[config.mk]
export PLATFORM = sky130hd
export DESIGN_NAME = art_timer
export DESIGN_NICKNAME = d
export VERILOG_FILES = /design/src/rtl/art_pkg.sv /design/src/rtl/art_clk_src.sv /design/src/rtl/art_prescaler.sv /design/src/rtl/art_core.sv /design/src/rtl/art_timer.sv
export SDC_FILE = /design/constraint.sdc
export NUM_CORES = 1
export LEC_CHECK = 0
export ABC_AREA = 1
export BUFFER_PORTS_ARGS = -buffer_cell sky130_fd_sc_hd__buf_2
export CAP_MARGIN = 10
export CORE_MARGIN = 4
export CORE_UTILIZATION = 59
export CTS_CLUSTER_DIAMETER = 80
export DETAILED_ROUTE_END_ITERATION = 8
export HOLD_SLACK_MARGIN = 0.08
export PLACE_DENSITY = 0.89
export SYNTH_ARGS = -nofsm -noshare
export SYNTH_HDL_FRONTEND = slang
export SYNTH_SLANG_ARGS = --single-unit
[constraint.sdc]
create_clock -name clk -period 2.91 [get_ports clk]
set_clock_uncertainty 0.15 [all_clocks]
set_input_delay 0.582 -clock clk [delete_from_list [all_inputs] [get_ports clk]]
set_output_delay 0.582 -clock clk [all_outputs]
set_load 0.02 [all_outputs]
[src/rtl/art_pkg.sv]
package art_pkg;
  localparam int unsigned ADDR_W = 3;

  typedef enum logic [ADDR_W-1:0] {
    A_CTRL   = 3'd0,
    A_RELOAD = 3'd1,
    A_CMP    = 3'd2,
    A_LIVE   = 3'd3,
    A_FLAGS  = 3'd4
  } reg_addr_e;

  typedef enum logic [1:0] {
    SRC_CORE = 2'd0,
    SRC_DIV3 = 2'd1,
    SRC_PIN  = 2'd2,
    SRC_OFF  = 2'd3
  } src_sel_e;

  // control field positions
  localparam int unsigned F_SRC_LO  = 0;
  localparam int unsigned F_EDGE_EN = 2;
  localparam int unsigned F_EDGE_PL = 3;
  localparam int unsigned F_RSV     = 4;
  localparam int unsigned F_PS_LO   = 5;

  localparam int unsigned FLAG_OVF = 0;
  localparam int unsigned FLAG_CMP = 1;
endpackage

[src/rtl/art_clk_src.sv]
module art_clk_src
  import art_pkg::*;
#(
  parameter int unsigned SYNC_STAGES = 2
) (
  input  logic     clk,
  input  logic     rst_n,
  input  logic     pin,
  input  src_sel_e sel,
  input  logic     edge_en,
  input  logic     edge_fall,
  output logic     src_tick,
  output logic     sync_edge
);
  logic [1:0]             div3_q;
  logic                   div3_pulse;
  logic [SYNC_STAGES-1:0] sync_q;
  logic                   prev_q;
  logic                   pin_s;
  logic                   pin_rise;
  logic                   pin_fall;

  always_ff @(posedge clk) begin
    if (!rst_n) div3_q <= 2'd0;
    else        div3_q <= (div3_q == 2'd2) ? 2'd0 : div3_q + 2'd1;
  end
  assign div3_pulse = (div3_q == 2'd2);

  for (genvar g = 0; g < SYNC_STAGES; g++) begin : g_sync
    always_ff @(posedge clk) begin
      if (!rst_n) sync_q[g] <= 1'b0;
      else if (g == 0) sync_q[g] <= pin;
      else sync_q[g] <= sync_q[(g == 0) ? 0 : g-1];
    end
  end

  always_ff @(posedge clk) begin
    if (!rst_n) prev_q <= 1'b0;
    else        prev_q <= pin_s;
  end

  assign pin_s    = sync_q[SYNC_STAGES-1];
  assign pin_rise = pin_s & ~prev_q;
  assign pin_fall = ~pin_s & prev_q;

  always_comb begin
    unique case (sel)
      SRC_CORE: src_tick = rst_n;
      SRC_DIV3: src_tick = rst_n & div3_pulse;
      SRC_PIN:  src_tick = rst_n & pin_rise;
      default:  src_tick = 1'b0;
    endcase
  end

  assign sync_edge = rst_n & edge_en & (edge_fall ? pin_fall : pin_rise);
endmodule

[src/rtl/art_prescaler.sv]
module art_prescaler #(
  parameter int unsigned SELW = 3
) (
  input  logic            clk,
  input  logic            rst_n,
  input  logic            src_tick,
  input  logic [SELW-1:0] sel,
  output logic            cnt_tick
);
  localparam int unsigned CW = (1 << SELW) - 1;

  logic [CW-1:0] pre_q;
  logic [CW-1:0] mask;

  // low n bits set: the prescaler fires when all of them are ones
  function automatic logic [CW-1:0] ratio_mask(input logic [SELW-1:0] s);
    logic [CW-1:0] m;
    for (int i = 0; i < CW; i++) m[i] = (i < int'(s));
    return m;
  endfunction

  assign mask = ratio_mask(sel);

  always_ff @(posedge clk) begin
    if (!rst_n)        pre_q <= '0;
    else if (src_tick) pre_q <= pre_q + 1'b1;
  end

  assign cnt_tick = rst_n & src_tick & ((pre_q & mask) == mask);
endmodule

[src/rtl/art_core.sv]
module art_core #(
  parameter int unsigned DW = 8
) (
  input  logic          clk,
  input  logic          rst_n,
  input  logic          cnt_tick,
  input  logic          live_wr,
  input  logic [DW-1:0] live_wdata,
  input  logic          edge_reload,
  input  logic [DW-1:0] reload_val,
  input  logic [DW-1:0] cmp_val,
  input  logic [1:0]    flag_clr,
  output logic [DW-1:0] cnt,
  output logic          step,
  output logic          ovf_evt,
  output logic          cmp_evt,
  output logic          ovf_flag,
  output logic          cmp_flag
);
  localparam logic [DW-1:0] CNT_MAX = '1;

  logic [DW-1:0] cnt_q;
  logic [DW-1:0] step_val;

  function automatic logic [DW-1:0] next_count(input logic [DW-1:0] c,
                                               input logic [DW-1:0] rl);
    return (c == CNT_MAX) ? rl : c + 1'b1;
  endfunction

  assign step     = cnt_tick & ~live_wr & ~edge_reload;
  assign step_val = next_count(cnt_q, reload_val);
  assign ovf_evt  = step & (cnt_q == CNT_MAX);
  assign cmp_evt  = step & (step_val == cmp_val);

  // the count is deliberately left out of reset
  always_ff @(posedge clk) begin
    if (live_wr)          cnt_q <= live_wdata;
    else if (edge_reload) cnt_q <= reload_val;
    else if (step)        cnt_q <= step_val;
  end

  always_ff @(posedge clk) begin
    if (!rst_n) begin
      ovf_flag <= 1'b0;
      cmp_flag <= 1'b0;
    end else begin
      ovf_flag <= ovf_evt | (ovf_flag & ~flag_clr[0]);
      cmp_flag <= cmp_evt | (cmp_flag & ~flag_clr[1]);
    end
  end

  assign cnt = cnt_q;
endmodule

[src/rtl/art_timer.sv]
module art_timer
  import art_pkg::*;
#(
  parameter int unsigned DW          = 8,
  parameter int unsigned PSW         = 3,
  parameter int unsigned SYNC_STAGES = 2
) (
  input  logic              clk,
  input  logic              rst_n,
  input  logic              bus_wr,
  input  logic [ADDR_W-1:0] bus_addr,
  input  logic [DW-1:0]     bus_wdata,
  output logic [DW-1:0]     bus_rdata,
  input  logic              ext_pin,
  output logic              ovf_flag,
  output logic              cmp_flag
);
  localparam logic [DW-1:0] CTRL_WMASK = ~(DW'(1) << F_RSV);

  logic [DW-1:0] ctrl_q;
  logic [DW-1:0] reload_q;
  logic [DW-1:0] cmp_q;
  logic [DW-1:0] cnt;
  logic          wr_ok;
  logic          live_wr;
  logic [1:0]    flag_clr;
  logic          src_tick;
  logic          cnt_tick;
  logic          edge_reload;
  logic          step;
  logic          ovf_evt;
  logic          cmp_evt;
  src_sel_e      src_sel;
  logic [PSW-1:0] ps_sel;

  assign wr_ok    = rst_n & bus_wr;
  assign live_wr  = wr_ok & (bus_addr == A_LIVE);
  assign flag_clr = (wr_ok & (bus_addr == A_FLAGS)) ?
                    {bus_wdata[FLAG_CMP], bus_wdata[FLAG_OVF]} : 2'b00;

  always_ff @(posedge clk) begin
    if (!rst_n) begin
      ctrl_q   <= '0;
      reload_q <= '0;
      cmp_q    <= '0;
    end else if (bus_wr) begin
      unique case (bus_addr)
        A_CTRL:   ctrl_q   <= bus_wdata & CTRL_WMASK;
        A_RELOAD: reload_q <= bus_wdata;
        A_CMP:    cmp_q    <= bus_wdata;
        default:  ;
      endcase
    end
  end

  assign src_sel = src_sel_e'(ctrl_q[F_SRC_LO +: 2]);
  assign ps_sel  = ctrl_q[F_PS_LO +: PSW];

  art_clk_src #(.SYNC_STAGES(SYNC_STAGES)) u_src (
    .clk       (clk),
    .rst_n     (rst_n),
    .pin       (ext_pin),
    .sel       (src_sel),
    .edge_en   (ctrl_q[F_EDGE_EN]),
    .edge_fall (ctrl_q[F_EDGE_PL]),
    .src_tick  (src_tick),
    .sync_edge (edge_reload)
  );

  art_prescaler #(.SELW(PSW)) u_pre (
    .clk      (clk),
    .rst_n    (rst_n),
    .src_tick (src_tick),
    .sel      (ps_sel),
    .cnt_tick (cnt_tick)
  );

  art_core #(.DW(DW)) u_core (
    .clk         (clk),
    .rst_n       (rst_n),
    .cnt_tick    (cnt_tick),
    .live_wr     (live_wr),
    .live_wdata  (bus_wdata),
    .edge_reload (edge_reload),
    .reload_val  (reload_q),
    .cmp_val     (cmp_q),
    .flag_clr    (flag_clr),
    .cnt         (cnt),
    .step        (step),
    .ovf_evt     (ovf_evt),
    .cmp_evt     (cmp_evt),
    .ovf_flag    (ovf_flag),
    .cmp_flag    (cmp_flag)
  );

  always_comb begin
    unique case (bus_addr)
      A_CTRL:   bus_rdata = ctrl_q;
      A_RELOAD: bus_rdata = reload_q;
      A_CMP:    bus_rdata = cmp_q;
      A_LIVE:   bus_rdata = cnt;
      A_FLAGS:  bus_rdata = {{(DW-2){1'b0}}, cmp_flag, ovf_flag};
      default:  bus_rdata = '0;
    endcase
  end
endmodule

* After elaboration in Yosys (flattened, before gate mapping)
Index checks and enable logic that the tools add are counted.
Word-level totals: input bits 15, output and inout port bits 10, register bits after elaboration 45
Cells by class: eq/ne operators 10, $lt $le $gt $ge 7, bitwise logic cells 27, reduce and logical (&&, ||, !) cells 7, mux-type cells 8, add/sub/neg operators 3
Operators with widths (count):
- 8-bit case mux with 5 select lines | 1
- 8-bit two-way mux | 4
- 1-bit bitwise AND | 17
- 3-bit < comparator (first input constant) | 3
- 8-bit by 1-bit adder with 8-bit output (second input constant) | 1
- 8-bit == test | 1
- 8-bit == test (second input constant) | 1
- 7-bit by 1-bit adder with 7-bit output (second input constant) | 1
- 7-bit bitwise AND | 1
- 7-bit == test | 1
- 1-bit inverter | 7
- 3-bit by 2-bit == test with 1-bit output (second input constant) | 2
- 1-bit by 3-bit < comparator with 1-bit output (first input constant) | 2
- 2-bit by 3-bit < comparator with 1-bit output (first input constant) | 2
- 2-bit AND reduction | 3
- 2-bit == test (second input constant) | 2
- 3-bit by 1-bit == test with 1-bit output (second input constant) | 1
- 3-bit == test (second input constant) | 1
- 3-bit logical NOT | 1
- 1-bit case mux with 3 select lines | 1
- 3-bit nonzero test | 1
- 2-bit by 1-bit adder with 2-bit output (second input constant) | 1
- 2-bit by 1-bit == test with 1-bit output (second input constant) | 1
- 2-bit logical NOT | 1
- 4 further kinds | 5

* Depth between registers and ports, before layout
depth in word-level cells 11, depth in mapped cells 13

* Modules after synthesis
A second synthesis with hierarchy kept.
Unflattened totals: cell total of the unflattened synthesis 473, area, all modules 3081.7 um^2
By module, submodules not included:
- art_timer | area each 1426.4 um^2, times used 1, cells each 221
- art_core | area each 1011.0 um^2, times used 1, cells each 158
- art_prescaler | area each 380.4 um^2, times used 1, cells each 59
- art_clk_src | area each 264.0 um^2, times used 1, cells each 35

* Worst setup path before layout
Ideal clock, no wire load.
path type input-to-output, from in bus_addr[2], to out bus_rdata[0], stages on the path 4, data arrival time 1575 ps, slack 603 ps, cells stage by stage buf_2 > nor3_4 > inv_1 > o21ai_0
Between the ends: word-level cells in the longest chain between the ends 2
RTL lines:
- from (decl) | RTL line art_timer.sv:11 | input logic [ADDR_W-1:0] bus_addr,
- 3-bit == test (tied with other cells) | RTL line art_timer.sv:97 | unique case (bus_addr)
- 8-bit case mux with 5 select lines (*) | RTL line art_timer.sv:97
- to (decl) | RTL line art_timer.sv:13 | output logic [DW-1:0] bus_rdata,
Mark *: on every way between the ends. The rest lies on a longest branch, timed or not.

* Worst setup path in the final report
from in bus_addr[0], to out bus_rdata[7]
Same word-level chain as after synthesis.

==> flow_metrics.py <==
metrics = {
    "status": {
        "status": "finished, final reports clean",
    },
    "floorplan": {
        "initial_core_util_pct": 62.9,
        "boundaryPins": 25,
        "die_w_microns": 74.2,
        "rows": 23,
        "core_sq_um": 4120,
        "fp.dieArea_sq_um": 5510,
        "dieHeight_microns": 74.2,
    },
    "drt": {
        "drt_iter0_drc": 266,
        "wl_per_cell_microns": 14.9,
        "vias_per_cell": 5.98,
        "num_vias": 2650,
        "first_pass_iters": 5,
        "antenna_left": 0,
        "finalWirelength_microns": 6590,
        "drc_errors": 0,
    },
    "sta": {
        "fin_ws_ns": 0.408,
        "relSlewSlack_pct": 61.6,
        "fmax_mhz": 400,
        "rsz0062_at_grt": "no",
        "finalHoldViolCount": 0,
        "whs_ns": 0.280,
        "period_needed_ns": 2.50,
        "setup_viol": 0,
        "period_share_pct": 86.0,
        "tns_ns": 0,
        "worst-slew-pin-transition_ns": 0.573,
        "drv_slew": 0,
    },
    "setup_path": {
        "crit_chain": "buf_2 > inv_1 > nor3_1 > inv_1 > o2111ai_1 > buf_2",
        "r2r_cells": 9,
        "cp.buffers_inverters": 4,
        "r2r-start": "ctrl_q[1]",
        "rrSetupSlack_ns": 0.52,
        "critPathSlowestCell": "o2111ai_1",
        "critical_path_class": "primary input to primary output",
        "critPathArrivalTime_ns": 1.77,
        "cp-start-kind": "primary input",
        "endpoint_kind": "primary output",
        "r2r_end": "u_core.cnt[2]",
        "required_ns": 2.18,
        "cpPeakStageDelay_ns": 0.29,
        "critPathMaxFanout": 8,
        "crit_family": "buffers and inverters",
    },
    "power_and_ir_drop": {
        "pwr-share-seq_pct": 49.7,
        "p_int_mw": 1.04,
        "clock_power_share_pct": 30.6,
        "p_leak_nw": 1.25,
        "switching_share_pct": 29.9,
        "ir_drop_v": 0.000383,
        "powerDensity_nw_per_um2": 516,
        "power_switching_mw": 0.442,
        "comb_power_share_pct": 19.7,
    },
    "hold_path": {
        "hold_path_end": "u_src.div3_q[0]",
        "worstHoldStart": "u_src.div3_q[0]",
        "hold_depth": 1,
        "min_path_type": "flop to flop",
    },
    "synthesis": {
        "syn_nets": 388,
        "synthCells": 367,
        "synth_edf_count": 8,
        "ys.warnings.count": 0,
        "ys_ff_latch": 45,
        "synth_top_area_share_pct": 28.6,
        "yosys.area.top_type": "dfxtp_1",
        "yosysUniqueCellTypes": 38,
        "ys_seq_area_share_pct": 37.9,
        "synth_flop_cell": "dfxtp_1",
        "synthTopCellsByArea": "dfxtp_1 29%, nand2_1 12%, edfxtp_1 9.3%",
        "async_reset_ff_share_pct": 0,
        "postSynthAreaPerCell_sq_um": 7.05,
        "synth_area_sq_um": 2590,
    },
    "clock_tree": {
        "cts.path.max_buffers": 2,
        "clock_latency_ns": 0.30,
        "cts_setup_buffers": 0,
        "path_clk_slew_ns": 0.08,
        "cts.sinks": 45,
        "h-tree-depth": 2,
        "clock-root-buffer": "clkbuf_8",
        "ctsResizeCount": 0,
        "ctsHoldBuffers": 0,
        "cts_tree": "done",
        "cts_buffers": 5,
    },
    "final_layout": {
        "postLayoutCellArea_sq_um": 2870,
        "final_cell_mix": "84 x nand2_1, 49 x inv_1, 37 x dfxtp_1",
        "final_common_cell": "nand2_1",
        "diodes": 0,
        "area_growth_pct": 10.8,
        "nets": 413,
        "drive_above_1_share_pct": 13.7,
        "utilization_pct": 69.7,
    },
    "grt": {
        "antenna_found_initial": 0,
        "grt_use_total_pct": 26.3,
        "grt_first_pass_wirelength_microns": 11200,
        "grt_max_degree": 33,
        "overflow": 0,
        "grt_pass1_vias": 2489,
    },
    "placed_design": {
        "dpl_cell_area_sq_um": 2760,
        "hpwl_microns": 4930,
        "port_buffers": 24,
        "gp_congestion": 0.948,
        "pre_cts_slack_ns": 0.444,
    },
    "flow_run": {
        "drv_cap": 0,
    },
}
[worst max path at each step]
| stage | start | slack, ns | endpoint | cells past startpoint |
|---|---|---|---|---|
| 6_report | bus_addr[0] | 0.41 | bus_rdata[7] | 6 |
| 5_1_grt | bus_addr[2] | 0.36 | bus_rdata[1] | 5 |
| 4_1_cts | bus_addr[0] | 0.45 | bus_rdata[7] | 6 |
| 3_5_place_dp | bus_addr[1] | 0.44 | u_core.cnt[0] | 8 |
| 3_3_place_gp | bus_addr[1] | 0.52 | bus_rdata[1] | 5 |
| 2_1_floorplan | bus_addr[2] | 0.60 | bus_rdata[0] | 4 |
[power groups by stage]
stage / sequential (mW) / clock (mW) / combinational [mW]
after floorplan: 0.727 / 0 / 0.222
final: 0.735 / 0.453 / 0.291
after detailed placement: 0.747 / 0 / 0.286
after CTS: 0.732 / 0.456 / 0.290
after global routing: 0.740 / 0.481 / 0.335
after global placement: 0.745 / 0 / 0.276
[state kept, by name (all words and copies together), names as in the netlist]
name and flops:
cmp_q 8, ctrl_q 7, reload_q 8, u_core.cmp_flag 1
u_core.cnt 8, u_core.ovf_flag 1, u_pre.pre_q 7, u_src.div3_q 2
u_src.pin_s 1, u_src.prev_q 1, u_src.sync_q 1
[cell type report]
class / count / area, sq um
inverter: 52 / 196
fill: 337 / 1250
multi-input combinational: 260 / 1370
sequential: 45 / 981
timing repair buffer: 28 / 150
clock buffer: 8 / 111
tap: 50 / 62.6
[layer usage]
layer,vias up,GRT usage [%],wire (microns)
met5,-,0,0
li1,1284,-,-
met2,139,42.9,3060
met4,0,12.6,209
met1,1201,32.6,2650
met3,26,6.49,669
[metrics by stage]
step,power [mW],instances
2_1_floorplan,0.949,367
3_3_place_gp,1.02,435
3_5_place_dp,1.03,435
4_1_cts,1.48,443
5_1_grt,1.56,443
6_report,1.48,443
[cell usage after synthesis, types with 6 or more instances]
cell type and instances:
nand2_1 84, inv_1 49, dfxtp_1 37, nand3_1 34, o21ai_0 34, a21oi_1 31, nor2_1 22, edfxtp_1 8
a31oi_1 7, clkbuf_1 6, ha_1 6
[cells by family (layout without fill, tap and decap cells)]
group	count (synthesis)	in the layout	synth area share, %
DFF	45	45	37.9
adders and majority gates	6	6	2.90
xor gates and xnor gates	1	1	0.339
AOI/OAI and AO/OA	89	89	19.6
and+or+nand+nor	164	164	29.9
buffers and inverters	62	88	9.33
(Power assumes the default switching activity.)
